$ cat src/rtl/ctx_pkg.sv
package ctx_pkg;

  localparam int REG_W = 8;
  localparam int PC_W  = 16;

  typedef enum logic [2:0] {
    OP_NONE   = 3'd0,
    OP_SWITCH = 3'd1,
    OP_RETURN = 3'd2,
    OP_WAIT   = 3'd3,
    OP_INTR   = 3'd4,
    OP_RTI    = 3'd5
  } ctx_op_e;

  typedef enum logic [2:0] {
    FLD_A  = 3'd0,
    FLD_X  = 3'd1,
    FLD_Y  = 3'd2,
    FLD_P  = 3'd3,
    FLD_S  = 3'd4,
    FLD_PC = 3'd5
  } ctx_fld_e;

  typedef struct packed {
    logic [REG_W-1:0] a;
    logic [REG_W-1:0] x;
    logic [REG_W-1:0] y;
    logic [REG_W-1:0] p;
    logic [REG_W-1:0] s;
    logic [PC_W-1:0]  pc;
  } ctx_t;

endpackage

$ cat src/rtl/ctx_slot.sv
module ctx_slot
  import ctx_pkg::*;
(
  input  logic            clk,
  input  logic            rst_n,
  input  logic            wr_en,
  input  logic [2:0]      wr_field,
  input  logic [PC_W-1:0] wr_data,
  output ctx_t            ctx
);

  ctx_t ctx_q, ctx_d;

  always_comb begin
    ctx_d = ctx_q;
    if (wr_en) begin
      unique case (wr_field)
        FLD_A:   ctx_d.a  = wr_data[REG_W-1:0];
        FLD_X:   ctx_d.x  = wr_data[REG_W-1:0];
        FLD_Y:   ctx_d.y  = wr_data[REG_W-1:0];
        FLD_P:   ctx_d.p  = wr_data[REG_W-1:0];
        FLD_S:   ctx_d.s  = wr_data[REG_W-1:0];
        FLD_PC:  ctx_d.pc = wr_data;
        default: ctx_d    = ctx_q;
      endcase
    end
  end

  always_ff @(posedge clk or negedge rst_n) begin
    if (!rst_n)     ctx_q <= '0;
    else if (wr_en) ctx_q <= ctx_d;
  end

  assign ctx = ctx_q;

endmodule

$ cat src/rtl/ctx_select.sv
module ctx_select
  import ctx_pkg::*;
#(
  parameter int NUM_CTX = 8,
  localparam int TW = (NUM_CTX > 1) ? $clog2(NUM_CTX) : 1
) (
  input  logic          clk,
  input  logic          rst_n,
  input  logic [2:0]    cmd_op,
  input  logic [7:0]    cmd_arg,
  output logic [TW-1:0] act,
  output logic          err
);

  localparam logic [TW-1:0] SCHED_ID = TW'(1);
  localparam logic [TW-1:0] INTR_ID  = TW'(NUM_CTX - 1);

  logic [TW-1:0] act_q, act_d;
  logic [TW-1:0] prev_q, prev_d;
  logic [TW-1:0] irq_q, irq_d;
  logic          err_q, err_d;
  logic          arg_ok;
  logic [TW-1:0] arg_id;

  assign arg_ok = (32'(cmd_arg) < NUM_CTX);
  assign arg_id = cmd_arg[TW-1:0];

  always_comb begin
    act_d  = act_q;
    prev_d = prev_q;
    irq_d  = irq_q;
    err_d  = 1'b0;
    unique case (cmd_op)
      OP_SWITCH: begin
        if (!arg_ok) begin
          err_d = 1'b1;
        end else if (arg_id != act_q) begin
          prev_d = act_q;
          act_d  = arg_id;
        end
      end
      OP_RETURN: act_d = prev_q;
      OP_WAIT:   act_d = SCHED_ID;
      OP_INTR: begin
        irq_d = act_q;
        act_d = INTR_ID;
      end
      OP_RTI:    act_d = irq_q;
      default:   act_d = act_q;
    endcase
  end

  always_ff @(posedge clk or negedge rst_n) begin
    if (!rst_n) begin
      act_q  <= '0;
      prev_q <= '0;
      irq_q  <= '0;
      err_q  <= 1'b0;
    end else begin
      act_q  <= act_d;
      prev_q <= prev_d;
      irq_q  <= irq_d;
      err_q  <= err_d;
    end
  end

  assign act = act_q;
  assign err = err_q;

endmodule

$ cat src/rtl/ctx_bank.sv
module ctx_bank
  import ctx_pkg::*;
#(
  parameter int NUM_CTX = 8,
  localparam int TW = (NUM_CTX > 1) ? $clog2(NUM_CTX) : 1
) (
  input  logic          clk,
  input  logic          rst_n,
  input  logic [2:0]    cmd_op,
  input  logic [7:0]    cmd_arg,
  input  logic          wr_en,
  input  logic [2:0]    wr_field,
  input  logic [15:0]   wr_data,
  output logic [TW-1:0] act_thread,
  output logic [7:0]    rd_a,
  output logic [7:0]    rd_x,
  output logic [7:0]    rd_y,
  output logic [7:0]    rd_p,
  output logic [7:0]    rd_s,
  output logic [15:0]   rd_pc,
  output logic [15:0]   stack_addr,
  output logic          switch_err
);

  logic [TW-1:0] act;
  ctx_t          slot_ctx [NUM_CTX];
  ctx_t          live;

  ctx_select #(.NUM_CTX(NUM_CTX)) u_sel (
    .clk     (clk),
    .rst_n   (rst_n),
    .cmd_op  (cmd_op),
    .cmd_arg (cmd_arg),
    .act     (act),
    .err     (switch_err)
  );

  for (genvar g = 0; g < NUM_CTX; g++) begin : g_slot
    logic slot_we;
    assign slot_we = wr_en && (act == TW'(g));
    ctx_slot u_slot (
      .clk      (clk),
      .rst_n    (rst_n),
      .wr_en    (slot_we),
      .wr_field (wr_field),
      .wr_data  (wr_data),
      .ctx      (slot_ctx[g])
    );
  end

  always_comb begin
    live = '0;
    for (int i = 0; i < NUM_CTX; i++) begin
      if (act == TW'(i)) live = slot_ctx[i];
    end
  end

  assign act_thread = act;
  assign rd_a       = live.a;
  assign rd_x       = live.x;
  assign rd_y       = live.y;
  assign rd_p       = live.p;
  assign rd_s       = live.s;
  assign rd_pc      = live.pc;
  assign stack_addr = {8'(act), live.s};

endmodule

$ cat config.mk
export PLATFORM = sky130hd
export DESIGN_NAME = ctx_bank
export DESIGN_NICKNAME = d
export VERILOG_FILES = /design/src/rtl/ctx_pkg.sv /design/src/rtl/ctx_slot.sv /design/src/rtl/ctx_select.sv /design/src/rtl/ctx_bank.sv
export SDC_FILE = /design/constraint.sdc
export NUM_CORES = 1
export LEC_CHECK = 0
export ABC_AREA = 1
export BUFFER_PORTS_ARGS = -buffer_cell sky130_fd_sc_hd__buf_2
export CAP_MARGIN = 20
export CORE_ASPECT_RATIO = 1.25
export CORE_MARGIN = 5
export CORE_UTILIZATION = 50
export DETAILED_ROUTE_END_ITERATION = 10
export GPL_TIMING_DRIVEN = 0
export HOLD_SLACK_MARGIN = 0.05
export MAX_ROUTING_LAYER = met4
export PLACE_DENSITY = 0.67
export SLEW_MARGIN = 0
export SYNTH_ARGS = -nofsm -noshare
export SYNTH_HDL_FRONTEND = slang
export SYNTH_SLANG_ARGS = --single-unit
$ cat constraint.sdc
create_clock -name clk -period 2 [get_ports clk]
set_input_delay 0 -clock clk [delete_from_list [all_inputs] [get_ports clk]]
set_output_delay 0 -clock clk [all_outputs]
set_load 0.01 [all_outputs]
==> results.yml <==
status:
  outcome: "complete, but fails checks"
  violations: "hold timing, setup timing"
pwr:
  power_w: 0.0313
  switchingPower_w: 0.0107
  p_seq_share_pct: 42.5
  power_frac_clock_pct: 28.6
  ir_drop_v: 0.000847
  p_per_area_nw_per_um2: 1200
  combPwrFrac_pct: 28.9
  cellInternalPower_w: 0.0206
  leakagePower_nw: 11.9
  switching_share_pct: 34.3
final_layout:
  final_cell_mix: "nand2_1, dfrtp_1, o21ai_0"
  layout_commonest_cell: "nand2_1"
  nFillCells: 3370
  antennaDiodeCount: 0
  area_growth_pct: 27.4
  fin_nets: 2679
  drive_gt1_share_pct: 21.1
timing:
  hold_violations: 2
  finClkSkew_ns: 0.0184
  setup_viol_count_final: 69
  relSlewSlack_pct: 10.4
  fmaxAchievable_mhz: 421
  finalMaxSlewViolations: 0
  finalCritPeriodShare_pct: 119
  setup_ws_ns: -0.377
  max_slew.worst_pin.slew_ns: 1.34
  holdWs_ns: -0.00202
  period_minus_slack_ns: 2.38
  tns_ns: -18.12
  rsz0062_at_grt: "true"
clock_network:
  cts_num_sinks: 458
  cts_root_buf: "clkbuf_16"
  cts.clk_slew.worst_paths_ns: 0.06
  cts_tree: "built"
  cts_buffers: 47
  cts_buffer_depth: 3
  cts_max_level: 2
  insertion_delay_ns: 0.59
detailed_routing:
  ant_nets: 0
  dr.pass1.iters: 6
  viasPerCell: 6.18
  routed_wl_um: 82600
  initialDrtViolationCount: 2666
  drc: 0
  wl_per_cell_um: 25.6
  vias: 19984
placement:
  preCtsSetupSlack_ns: -0.729
  portBuffers: 103
  place_congestion: 0.971
  place_hpwl_um: 53700
global_route:
  grt_pass1_vias: 19348
  antenna_found_initial: 1
  grt_max_degree: 111
  grt_overflow: 0
  grt_use_total_pct: 36.8
  grt_pass1_wl_um: 120000
floorplan:
  die_y_um: 236
  io_pins: 109
  start_util_pct: 50.2
  rows: 83
  dieArea_um2: 45200
  die_width_um: 191
  design.core.area_um2: 40800
logic_synthesis:
  synth_ff_type: "dfrtp_1"
  syn_area_per_cell_um2: 8.60
  ys_types: 27
  ys_ff_latch: 458
  synth_area_leader_cell: "dfrtp_1"
  netlist_area_um2: 20500
  synth.area.top_cells: "dfrtp_1, nand2_1, o21ai_0"
  synth-edff-count: 0
  yosysSeqAreaShare_pct: 55.9
  async_reset_ff_share_pct: 100
  yosysWarnings: 0
  synthCells: 2383
  yosysTopAreaCellShare_pct: 55.9
worst_setup_path:
  cp_cell_sequence: "buf_8 -> inv_6 -> buf_12 -> buf_16 -> buf_12 -> nand4_1 -> nand4_1 -> nor2_4 -> nand4_1 -> buf_2"
  cp_top_family: "buffers and inverters"
  crit_required_ns: 2.00
  worst-path-buf-inv: 6
  worstPathArrival_ns: 2.38
  critPathMaxFanout: 8
  max_stage_delay_ns: 0.38
  start_kind: "register"
  cpMaxStageDelayCell: "dfrtp_1"
  end_kind: "output pin"
  cp_common_cell: "nand4_1"
  critPathKind: "register to output pin"
worst_hold_path:
  worstHoldPathType: "primary input to async pin"
run:
  maxCapViolCount: 0
cell type report:
| class | count | area, um^2 | area share [%] |
|---|---|---|---|
| plain buffers | 205 | 2000 | 7.66 |
| clock buffers | 68 | 1370 | 5.23 |
| clock inverters | 15 | 168 | 0.642 |
| inverters | 92 | 363 | 1.39 |
| multi-input cells | 1631 | 8180 | 31.3 |
| flip-flops and latches | 458 | 11500 | 43.9 |
| well taps | 552 | 691 | 2.64 |
| repair buffers | 211 | 1890 | 7.22 |
stage by stage:
stage	utilization, %	hold WS [ns]	instance area, um^2	std cells
detailed placement	53.9	0.0482	22000	3058
floorplan	-	-0.296	20500	2387
finish	64.0	-0.00202	26100	3232
CTS	62.4	0.0164	25500	3212
global placement	53.2	0.224	21700	3042
global route	64.0	0.0710	26100	3232
state kept, by name (all words and copies together) (netlist names):
signal             flops
g_slot.u_slot.ctx    448
u_sel.err              1
u_sel.irq_q            3
u_sel.prev_q           3
u_sel.act              3
worst paths after layout:
check	startpoint	to	slack, ns	cells after the start
max	u_sel.act[2]	rd_pc[3]	-0.38	10
min	rst_n	g_slot[5].u_slot.ctx[6]	-0.002	2
max reg2reg	u_sel.act[1]	g_slot[1].u_slot.ctx[45]	-0.08	9
min reg2reg	g_slot[6].u_slot.ctx[27]	g_slot[6].u_slot.ctx[27]	0.49	2
max in group asynchronous	rst_n	g_slot[7].u_slot.ctx[22]	0.46	3
min in group clk	wr_field[1]	g_slot[6].u_slot.ctx[17]	0.09	5
cell families after synthesis:
family / Yosys count / synth area share (%)
AND/OR/NAND/NOR: 1162 / 26.2
buffers and inverters: 298 / 6.45
AO/OA/AOI/OAI: 461 / 11.3
other: 1 / 0.0183
flip-flops: 458 / 55.9
XOR/XNOR: 3 / 0.128
cell usage after synthesis (3+ instances only):
master,number
nor3_4,5
nand3_1,68
buf_2,40
o21ai_1,11
nand4_1,281
xnor2_1,3
nor2_4,8
nor2_1,174
o21ai_0,391
inv_2,11
inv_1,80
buf_4,24
clkbuf_1,122
nor2_2,6
nand2_1,613
dfrtp_1,458
o211ai_1,3
buf_1,12
nor4_4,3
a21oi_1,56
buf_6,8
layer usage:
metal / vias to the layer above / track usage [%] / share of wire (%)
met5: - / - / 0
met3: 411 / 6.68 / 9.6
met1: 9716 / 45.5 / 36
met2: 1261 / 54.8 / 45
met4: 0 / 25.6 / 9.4
li1: 8596 / - / -
power groups by stage:
stage                     combinational, W  sequential (W)  clock [W]
after detailed placement           0.00720          0.0133          0
after floorplan                    0.00445          0.0129          0
after global placement             0.00691          0.0132          0
final                              0.00904          0.0133    0.00893
after CTS                          0.00848          0.0132    0.00894
after global routing               0.00974          0.0135    0.00929
repair_timing:
| item | 4_1_cts | 5_1_grt |
|---|---|---|
| pin swaps | 60 | 77 |
| setup buffers | 31 | 16 |
| gates cloned | 7 | 6 |
| resized for setup | 349 | 237 |
| endpoints found under the hold margin | 326 | 0 |
| endpoints found under the setup margin | 433 | 333 |
| hold buffers | 33 | 0 |
(Power assumes the default switching activity.)
